### src/rtl/slv_arb_pkg.sv
package slv_arb_pkg;
  localparam int unsigned NUM_MST = 9;
  localparam int unsigned PRIO_W  = 2;
  localparam int unsigned SLOT_W  = 8;
  localparam int unsigned IDX_W   = $clog2(NUM_MST);

  typedef enum logic [1:0] {
    IDLE_NONE  = 2'd0,
    IDLE_LAST  = 2'd1,
    IDLE_FIXED = 2'd2,
    IDLE_RSVD  = 2'd3
  } idle_mode_e;
endpackage

### src/rtl/slv_arb_pick.sv
// Priority pick with round-robin ordering among equal priorities.
module slv_arb_pick #(
  parameter int unsigned N  = 9,
  parameter int unsigned PW = 2,
  parameter int unsigned IW = 4
) (
  input  logic [N-1:0]    cand_i,
  input  logic [N*PW-1:0] prio_i,
  input  logic [IW-1:0]   ptr_i,
  output logic            found_o,
  output logic [IW-1:0]   win_o
);
  logic [PW-1:0] best;

  always_comb begin
    found_o = 1'b0;
    win_o   = '0;
    best    = '0;
    // Scan starts one past the pointer; strict compare keeps the earliest tie.
    for (int off = 1; off <= int'(N); off++) begin
      int idx;
      idx = (int'(ptr_i) + off) % int'(N);
      if (cand_i[idx] && (!found_o || (prio_i[idx*PW +: PW] > best))) begin
        found_o = 1'b1;
        best    = prio_i[idx*PW +: PW];
        win_o   = idx[IW-1:0];
      end
    end
  end
endmodule

### src/rtl/slv_arb_slot.sv
// Counts active hold cycles of the current owner and flags expiry.
module slv_arb_slot #(
  parameter int unsigned SW = 8
) (
  input  logic          clk,
  input  logic          rst,
  input  logic          active_i,
  input  logic          restart_i,
  input  logic          contend_i,
  input  logic [SW-1:0] limit_i,
  output logic          expire_o
);
  localparam logic [SW-1:0] CNT_MAX = '1;

  logic [SW-1:0] cnt_q;

  assign expire_o = active_i && contend_i && (limit_i != '0) &&
                    (cnt_q >= (limit_i - 1'b1));

  always_ff @(posedge clk) begin
    if (rst)                              cnt_q <= '0;
    else if (restart_i)                   cnt_q <= '0;
    else if (active_i && cnt_q != CNT_MAX) cnt_q <= cnt_q + 1'b1;
  end

  // counter only runs past zero while an owner is active
  a_r10_cnt_idle: assert property (@(posedge clk) disable iff (rst)
    (!active_i) |=> (cnt_q == '0));
endmodule

### src/rtl/slv_arb_idle.sv
// Chooses where the slave parks when no arbitration winner exists.
module slv_arb_idle #(
  parameter int unsigned N  = 9,
  parameter int unsigned IW = 4
) (
  input  logic [1:0]    mode_i,
  input  logic [IW-1:0] fixed_i,
  input  logic          cur_v_i,
  input  logic [IW-1:0] cur_i,
  output logic          park_v_o,
  output logic [IW-1:0] park_o
);
  import slv_arb_pkg::*;

  always_comb begin
    park_v_o = 1'b0;
    park_o   = '0;
    unique case (idle_mode_e'(mode_i))
      IDLE_LAST: begin
        park_v_o = cur_v_i;
        park_o   = cur_i;
      end
      IDLE_FIXED: begin
        if (int'(fixed_i) < int'(N)) begin
          park_v_o = 1'b1;
          park_o   = fixed_i;
        end
      end
      default: ;
    endcase
  end
endmodule

### src/rtl/slv_port_arb.sv
module slv_port_arb #(
  parameter int unsigned N  = slv_arb_pkg::NUM_MST,
  parameter int unsigned PW = slv_arb_pkg::PRIO_W,
  parameter int unsigned SW = slv_arb_pkg::SLOT_W,
  parameter int unsigned IW = slv_arb_pkg::IDX_W
) (
  input  logic          clk,
  input  logic          rst,
  input  logic [N-1:0]  req_i,
  input  logic [N-1:0]  last_i,
  input  logic [1:0]    idle_mode_i,
  input  logic [IW-1:0] fixed_idx_i,
  input  logic [N*PW-1:0] prio_i,
  input  logic [SW-1:0] slot_lim_i,
  output logic [N-1:0]  grant_o,
  output logic [IW-1:0] owner_o,
  output logic          owned_o
);
  import slv_arb_pkg::*;

  logic [N-1:0]  grant_q, grant_d;
  logic [IW-1:0] own_q, own_d, rr_q, rr_d;
  logic          own_v_q, own_v_d;

  logic          active, final_beat, expire, release_now;
  logic [N-1:0]  others;
  logic          found;
  logic [IW-1:0] win;
  logic          park_v;
  logic [IW-1:0] park;

  assign active      = own_v_q && req_i[own_q];
  assign final_beat  = active && last_i[own_q];
  assign others      = req_i & ~grant_q;
  assign release_now = !active || final_beat || expire;

  slv_arb_pick #(.N(N), .PW(PW), .IW(IW)) u_pick (
    .cand_i (others),
    .prio_i (prio_i),
    .ptr_i  (rr_q),
    .found_o(found),
    .win_o  (win)
  );

  slv_arb_slot #(.SW(SW)) u_slot (
    .clk      (clk),
    .rst      (rst),
    .active_i (active),
    .restart_i(release_now),
    .contend_i(|others),
    .limit_i  (slot_lim_i),
    .expire_o (expire)
  );

  slv_arb_idle #(.N(N), .IW(IW)) u_idle (
    .mode_i  (idle_mode_i),
    .fixed_i (fixed_idx_i),
    .cur_v_i (own_v_q),
    .cur_i   (own_q),
    .park_v_o(park_v),
    .park_o  (park)
  );

  always_comb begin
    own_v_d = own_v_q;
    own_d   = own_q;
    rr_d    = rr_q;
    if (release_now) begin
      if (found) begin
        own_v_d = 1'b1;
        own_d   = win;
        rr_d    = win;
      end else begin
        own_v_d = park_v;
        own_d   = park;
      end
    end
    grant_d = '0;
    if (own_v_d) grant_d[own_d] = 1'b1;
  end

  always_ff @(posedge clk) begin
    if (rst) begin
      grant_q <= '0;
      own_q   <= '0;
      own_v_q <= 1'b0;
      rr_q    <= '0;
    end else begin
      grant_q <= grant_d;
      own_q   <= own_v_d ? own_d : '0;
      own_v_q <= own_v_d;
      rr_q    <= rr_d;
    end
  end

  assign grant_o = grant_q;
  assign owner_o = own_q;
  assign owned_o = own_v_q;

  // reset empties the port
  a_r1_reset_clear: assert property (@(posedge clk)
    rst |=> (grant_q == '0 && !own_v_q && rr_q == '0));
  // never two grants
  a_r4_onehot: assert property (@(posedge clk) disable iff (rst)
    $onehot0(grant_q));
  // flag and index agree with the grant vector
  a_r11_owner_match: assert property (@(posedge clk) disable iff (rst)
    own_v_q |-> grant_q[own_q]);
  a_r11_flag_match: assert property (@(posedge clk) disable iff (rst)
    (grant_q == '0) == !own_v_q);
  // an unfinished burst keeps the slave
  a_r9_hold: assert property (@(posedge clk) disable iff (rst)
    (active && !last_i[own_q] && !expire) |=> $stable(grant_q));
  // slot expiry hands the slave to someone else
  a_r10_forced_move: assert property (@(posedge clk) disable iff (rst)
    expire |=> (grant_q != $past(grant_q)) && (grant_q != '0));
  // no default master and no requests leaves the slave free
  a_r5_disconnect: assert property (@(posedge clk) disable iff (rst)
    (idle_mode_i == 2'd0 && req_i == '0) |=> !own_v_q);
  // reserved mode acts as no default
  a_r8_reserved: assert property (@(posedge clk) disable iff (rst)
    (idle_mode_i == 2'd3 && req_i == '0) |=> !own_v_q);
  // fixed mode parks on the configured master
  a_r7_fixed_park: assert property (@(posedge clk) disable iff (rst)
    (idle_mode_i == 2'd2 && int'(fixed_idx_i) < int'(N) && req_i == '0)
      |=> (own_v_q && own_q == $past(fixed_idx_i)));
  // last mode keeps the previous owner when nobody else asks
  a_r6_last_keep: assert property (@(posedge clk) disable iff (rst)
    (idle_mode_i == 2'd1 && own_v_q && others == '0)
      |=> (own_v_q && own_q == $past(own_q)));
endmodule

### config.mk
export PLATFORM = sky130hd
export DESIGN_NAME = slv_port_arb
export DESIGN_NICKNAME = d
export VERILOG_FILES = /design/src/rtl/slv_arb_pkg.sv /design/src/rtl/slv_arb_pick.sv /design/src/rtl/slv_arb_slot.sv /design/src/rtl/slv_arb_idle.sv /design/src/rtl/slv_port_arb.sv
export SDC_FILE = /design/constraint.sdc
export NUM_CORES = 1
export LEC_CHECK = 0
export ABC_AREA = 1
export BUFFER_PORTS_ARGS = -buffer_cell sky130_fd_sc_hd__buf_2
export CORE_UTILIZATION = 45
export CTS_CLUSTER_DIAMETER = 40
export DETAILED_ROUTE_END_ITERATION = 12
export SLEW_MARGIN = 20
export SYNTH_ARGS = -nofsm -noshare
export SYNTH_HDL_FRONTEND = slang
export SYNTH_SLANG_ARGS = --single-unit
### constraint.sdc
create_clock -name clk -period 22.2 [get_ports clk]
set_input_delay 2.22 -clock clk [delete_from_list [all_inputs] [get_ports clk]]
set_output_delay 2.22 -clock clk [all_outputs]
set_load 0.02 [all_outputs]
# Yosys cells after proc, flatten, opt, wreduce, memory -nomap -nowiden
# Index checks and enable logic that the tools add are counted.
# W data, S select, Z words.
# totals
register_bits	26
inputBits	52
output_inout_bits	14
elab_cells	168
# op_classes
add_sub_neg	11
div_mod_pow	9
n_lt_le_gt_ge	22
n_eq_ne	3
shifts	9
mux	67
bitwise	3
reduce_logical	39
# ops
cell	n
$shiftx A18 B33 Y2	9
$lt A32 B6 Y1 const B	9
$mod A32 B5 Y32 const B	9
$mux W4	12
$bmux W1 S4	11
$mux W1	33
$add A4 B3 Y5 const B	4
$gt A2 B2 Y1	8
$mux W2	8
$logic_and A1 B1 Y1	15
$add A4 B2 Y5 const B	2
$add A4 B4 Y5 const B	2
$logic_or A1 B1 Y1	10
$lt A4 B5 Y1 const B	2
$and A9 B9 Y9	1
$logic_not A1 Y1	9
$not A9 Y9	1
$reduce_or A9 Y1	1
$add A8 B1 Y8 const B	1
$ge A8 B8 Y1	1
$ne A8 B8 Y1 const B	1
$pmux W4 S2	1
$reduce_bool A8 Y1	1
$sub A8 B1 Y8 const B	1
other kinds (10)	11

# Depth between registers and ports, before layout
# Gate-level depths: netlist of the first run.
# logic_depth
ltp_word	44
ltp_mapped	96
depth_no_buf	94

# By module
# A second synthesis of the first run with hierarchy kept.
# hier_totals
hier_cells	1570
hier_area_um2	8892.3
# by_module_without_submodules
mod	n_inst	cells_each	area_each_um2
slv_arb_pick	1	1256	6919.1
slv_port_arb	1	165	1069.8
slv_arb_slot	1	124	782.0
slv_arb_idle	1	25	121.4

# Worst setup path after synthesis of the first run
# OpenSTA, ideal clock, no wires.
# synth_path
kind	register to register
startpoint	register rr_q[0]
endpoint	register grant_q[4], in the netlist grant_o[4]
arrival_time_ns	11.388
t_required_ns	22.135
slack_ns	10.747
stages_incl_launch_ff	92
n_path_buf	3
synth_period_minus_slack_ns	11.453
path_cell_list	dfxtp_1 buf_6 buf_2 clkbuf_1 inv_1 ha_1 inv_2 ha_1 xnor2_1 inv_1 o21ai_2 nand2_2 nand2_2 nand2_1 nand2_2 nand3_1 o21ai_2 nand2_2 [56 not listed] nand2_2 inv_2 nand2_1 nand2_1 ha_1 inv_1 nor2_1 o21ai_0 nand2_2 nand2_4 o21ai_0 inv_1 nand2_1 nand2_1 nand2_1 nand2_1 nand2_2 nor2_1
# synth_between
elab_chain_len	44
word_cells_on_any_way	123
classes_between	add/sub: 9; div: 9; order compare: 10; shift: 9; mux: 59; bitwise: 1; reduce/logical: 26
# synth_rtl
item	line_no	rtl
start: declaration	slv_port_arb.sv:22	logic [IW-1:0] own_q, own_d, rr_q, rr_d;
start signal: assignment	slv_port_arb.sv:92	rr_q <= rr_d;
$add A4 B1 Y5	slv_arb_pick.sv:22	idx = (int'(ptr_i) + off) % int'(N);
$mod A32 B5 Y32	slv_arb_pick.sv:22	
$bmux W1 S4	slv_arb_pick.sv:23	if (cand_i[idx] && (!found_o || (prio_i[idx*PW +: PW] > best))) begin
$mux W1 (not written as such) (2 in series)	slv_arb_pick.sv:23	
$mux W2 / $mux W1 (equally long branches)	slv_arb_pick.sv:23	
$gt A2 B2 Y1 / $logic_not A1 Y1 (equally long branches)	slv_arb_pick.sv:23	
$logic_or A1 B1 Y1	slv_arb_pick.sv:23	
$logic_and A1 B1 Y1	slv_arb_pick.sv:23	
[27 not listed]	n/a	
$logic_and A1 B1 Y1	slv_arb_pick.sv:23	
$mux W4 / $mux W1 (equally long branches)	slv_arb_pick.sv:23	
$mux W4	slv_port_arb.sv:69	if (found) begin
$mux W4	slv_port_arb.sv:68	if (release_now) begin
$lt A4 B5 Y1 (not written as such) / $ge A4 B1 Y1 (equally long branches)	slv_port_arb.sv:79	if (own_v_d) grant_d[own_d] = 1'b1;
$logic_and A1 B1 Y1 (not written as such)	slv_port_arb.sv:79	
$mux W1 (not written as such)	slv_port_arb.sv:79	
$demux W1 S4	slv_port_arb.sv:79	
end signal: assignment	slv_port_arb.sv:89	grant_q <= grant_d;
end: declaration	slv_port_arb.sv:21	logic [N-1:0] grant_q, grant_d;
# Several ways; a longest one is shown, not always the timed one. The select of a mux whose other input is x is not followed.
# A chain may end at the register's enable or synchronous reset.

# Final worst setup path of the first run
# layout_path
startpoint	register rr_q[1]
endpoint	register grant_q[4], in the netlist grant_o[4]
# Same word-level chain as after synthesis.

==> impl_metrics.tcl, run 1 <==
set metrics [dict create \
    outcome "complete, no violations" \
    hpwl_um 24700 \
    area_growth_pct 6.77 \
    clkSinkCount 26 \
    synth_edf_count 0 \
    num_vias 10168 \
    max_stage_delay_ns 0.74 \
    cp-end-kind "flop" \
    cts_resized 0 \
    drc_errors 0 \
    rsz0062_at_grt "no" \
    hp-class "reg -> reg" \
    synth_area_leaders "nand2_1 17%, ha_1 12%, nand3_1 11%" \
    routabilityCongestion 1.02 \
    clockBufferDepth 2 \
    grt_pass1_vias 9141 \
    nNetsFinal 1682 \
    grt.total_usage 0.302 \
    max_clock_freq_mhz 77.0 \
    synth-seq-cells 26 \
    worstPathMaxFanout 20 \
    crit_type "reg -> reg" \
    finalCriticalPeriod_ns 12.99 \
    syn_inst 1507 \
    worstPathArrival_ns 13.19 \
    synth_area_sq_um 8740 \
    die_w_um 141 \
    fin_tns_setup_ns 0 \
    whs_ns 0.509 \
    slowest_stage "dfxtp_1" \
    die_h_um 141 \
    final_area_sq_um 9330 \
    wl_per_cell_um 16.7 \
    synth_nets 1641 \
    cp-start-kind "flop" \
    crit_required_ns 22.40 \
    grt_first_pass_wirelength_um 48200 \
    n_antenna_cell 0 \
    grt_overflow 0 \
    synth_most_common_cell "nand2_1" \
    async_flop_share 0 \
    synth_warnings 0 \
    numCtsBuffers 3 \
    yosys_most_used_dff "dfxtp_1" \
    antenna_found_initial 0 \
    grt_max_degree 40 \
    die-area_sq_um 20000 \
    ys_types 58 \
    cp_top_family "simple AND/OR/NAND/NOR gates" \
    worstSkewPairLatency_ns 0.26 \
    pin_count 66 \
    firstDrtPassIters 6 \
    ctsRootBufferMaster "clkbuf_16" \
    initial_core_util 0.462 \
    tritoncts "done" \
    fp.coreArea_sq_um 18900 \
    setup_violations 0 \
    synth_area_leader_cell "nand2_1" \
    synthTopCellsByCount "388 x nand2_1, 187 x nand3_1, 164 x inv_1" \
    skew_ns 0.00254 \
    ys_seq_area_frac 0.0596 \
    drive_above_1_share 0.167 \
    drt_iter0_markers 948 \
    drt-vias-per-instance 5.63 \
    synth_top_area_share 0.167 \
    drv_cap 0 \
    drt_wl_total_um 30200 \
    drtAntennaViolNets 0 \
    drv_slew 0 \
    num_rows 50 \
    holdBufCountCts 0 \
    synth.avg_cell_area_sq_um 5.80 \
    critPathBufInv 14 \
    htreeDepth 1 \
    worstMarginPinSlew_ns 0.886 \
    cts_setup_buffers 0 \
    place_area_sq_um 9220 \
    slew_headroom 0.394 \
    hold_viol 0 \
    cp_common_cell "nand2_1" \
    final.period_utilization 0.585 \
    portBuffers 65 \
    cts.clk_slew.worst_paths_ns 0.07 \
]
-- cell usage in the layout (no fill, tap or decap), drive strengths merged, types with 11 or more instances in the layout --
cell type  count
inv          203
o21ai        119
xor2          45
nor3          11
ha            82
buf           67
a21oi         73
nand2        458
nand4         21
dfxtp         26
nor2         117
xnor2         11
nand3        203
o211ai        34
-- tightest hold or removal path, stage by stage (launching register included) --
cell     delay (ns)
dfxtp_1        0.34
nand2_1        0.07
a21oi_1        0.05
-- final cells by class --
class                           count  area [sq um]
Inverter                          205           777
Fill cell                        2105          9570
Clock buffer                        3          75.1
Multi-Input combinational cell   1245          7260
Timing Repair Buffer               67           340
Clock inverter                      1          30.0
Sequential cell                    26           520
Tap cell                          260           325
-- logic make-up (layout without fill, tap and decap cells) --
logic type,count (synthesis),in the layout,share of synthesized area
simple gates,836,836,0.454
compound gates,271,271,0.191
buf+inv,236,276,0.109
fa+ha+maj,82,82,0.117
xor+xnor,56,56,0.0686
flops,26,26,0.0596
-- per-stage QoR --
stage	setup slack (ns)	instances	util
after floorplan	10.75	1507	-
after global placement	9.77	1803	0.488
after detailed placement	9.41	1803	0.488
after CTS	9.31	1807	0.494
after global routing	7.70	1807	0.494
final	9.21	1807	0.494
-- flip-flops by register name, summed over array words and instances (netlist names) --
signal        flops
owner_o           4
u_slot.cnt_q      8
rr_q              4
owned_o           1
grant_o           9
-- routing by layer --
metal	global-route usage	up-vias	wire length [um]
met2	0.495	394	13300
met4	0.110	0	1120
met3	0.0206	74	1970
met1	0.415	4611	13800
met5	0	-	0
li1	-	5089	-
-- final timing paths --
| check | from | to | slack, ns | cells after the start |
|---|---|---|---|---|
| worst max-delay path | rr_q[1] | grant_o[4] | 9.21 | 89 |
| worst min-delay path | u_slot.cnt_q[4] | u_slot.cnt_q[4] | 0.51 | 2 |
| worst max register to register | rr_q[1] | grant_o[4] | 9.21 | 89 |
| worst min register to register | u_slot.cnt_q[4] | u_slot.cnt_q[4] | 0.51 | 2 |
Power of run 1 is not shown: default switching activity piles up to over one toggle a cycle in this logic, so the estimate is an artifact.
==> run 2, diff against run 1 <==
==> constraint.sdc (replaced) <==
create_clock -name clk -period 11.8 [get_ports clk]
set_input_delay 1.18 -clock clk [delete_from_list [all_inputs] [get_ports clk]]
set_output_delay 1.18 -clock clk [all_outputs]
set_load 0.02 [all_outputs]
==> run 2 against run 1 <==
Clock-buffer cell count is the same; global-route usage grew 1.3 points; setup slack lost 8.4 ns; largest cell class unchanged; critical endpoint is now grant_o[0].
==> impl_metrics.tcl, run 2 (synthesis results as in run 1) <==
set metrics [dict create \
    dp_cells 1828 \
    critPathBufInv 14 \
    grt.total_usage 0.315 \
    tritoncts "done" \
    initial_core_util 0.462 \
    setup_violations 0 \
    grt_overflow 0 \
    antenna_found_initial 1 \
    final_core_util 0.528 \
    drv_cap 0 \
    slew_headroom 0.286 \
    worstSkewPairLatency_ns 0.26 \
    firstDrtPassIters 6 \
    clockBufferDepth 2 \
    grt_first_pass_wirelength_um 49800 \
    final_cells 1863 \
    n_antenna_cell 0 \
    cp-end-kind "flop" \
    drt_wl_total_um 31800 \
    num_vias 10446 \
    final.period_utilization 0.935 \
    layout_commonest_cell "nand2_1" \
    clkSinkCount 26 \
    max_stage_delay_ns 0.39 \
    numCtsBuffers 3 \
    cp-start-kind "flop" \
    htreeDepth 1 \
    worstPathMaxFanout 9 \
    wl_per_cell_um 17.1 \
    cts.clk_slew.worst_paths_ns 0.07 \
    fin_ws_ns 0.769 \
    routabilityCongestion 1.05 \
    area_growth_pct 14.3 \
    max_clock_freq_mhz 90.7 \
    pin_count 66 \
    cp_common_cell "inv_1" \
    drt_iter0_markers 964 \
    skew_ns 0.00433 \
    grt_pass1_vias 9307 \
    grt_max_degree 31 \
    whs_ns 0.511 \
    portBuffers 65 \
    hpwl_um 25600 \
    die_h_um 141 \
    hold_viol 0 \
    outcome "complete, no violations" \
    die_w_um 141 \
    hp-class "reg -> reg" \
    holdBufCountCts 0 \
    largest_reg_flops 9 \
    drc_errors 0 \
    ctsRootBufferMaster "clkbuf_16" \
    drive_above_1_share 0.218 \
    worstPathArrival_ns 11.23 \
    cp_top_family "simple AND/OR/NAND/NOR gates" \
    drtAntennaViolNets 0 \
    slowest_stage "dfxtp_4" \
    fp.coreArea_sq_um 18900 \
    nNetsFinal 1739 \
    die-area_sq_um 20000 \
    mostFrequentLayoutCells "380 x nand2_1, 185 x nand3_1, 162 x inv_1" \
    crit_type "reg -> reg" \
    crit_required_ns 12.00 \
    drv_slew 0 \
    drt-vias-per-instance 5.61 \
    finalCriticalPeriod_ns 11.03 \
    num_rows 50 \
    worstMarginPinSlew_ns 1.04 \
    pre_cts_ws_ns -0.262 \
]
## run 2: cell types whose count changed in the layout (fill, tap and decap cells not counted), moves of 3 or more
cell     previous run  this run
nand2_4            10        19
dfxtp_4             0         3
dfxtp_1            26        22
o21ai_0            84        77
ha_1               82        75
a21oi_2             6         9
nand2_1           388       380
buf_4               2        57
ha_2                0         5
o21ai_1            21        26
a21oi_1            66        63
## run 2: what timing repair did
item / 4_1_cts / 5_1_grt
endpoints found under the setup margin: 17 / 17
hold endpoints to repair: 0 / 0
cloned: 0 / 1
gates resized for setup: 9 / 58
pin swaps: 1 / 20
setup buffers: 2 / 29
## run 2: path summary, 6_finish.rpt
path	startpoint	endpoint	slack [ns]	cells past startpoint
worst max register to register	rr_q[0]	grant_o[0]	0.77	84
worst min register to register	u_slot.cnt_q[5]	u_slot.cnt_q[5]	0.51	2
worst min-delay path	u_slot.cnt_q[5]	u_slot.cnt_q[5]	0.51	2
worst max-delay path	rr_q[0]	grant_o[0]	0.77	84
## run 2: final cells by class
cell class | instances | area [sq um]
multi-input combinational | 1246 | 7500
fill | 2069 | 8910
tap | 260 | 325
clock buffer | 3 | 75.1
sequential | 26 | 533
timing repair buffer | 123 | 768
inverter | 205 | 782
## run 2: worst register-to-register path: cells and delay by family, from the launching register on
family | cells | cell delay, ns
simple gates | 45 | 4.69
fa+ha+maj | 10 | 2.62
compound gates | 12 | 1.41
buf+inv | 14 | 1.16
xor+xnor | 3 | 0.70
flops | 1 | 0.39
## run 2: metrics by stage
step | area [sq um] | TNS, ns
after CTS | 9530 | 0
after global placement | 9410 | -0.166
final | 9980 | 0
after detailed placement | 9410 | -2.55
after global routing | 9980 | -1.34
after floorplan | 8740 | 0
## run 2: metal layers
metal	track usage	vias to the layer above	part of all wire
met1	0.440	4684	0.45
met2	0.497	470	0.44
met5	0	-	0
li1	-	5209	-
met3	0.0267	83	0.075
met4	0.126	0	0.037
Power of run 2 is left out for the same reason.
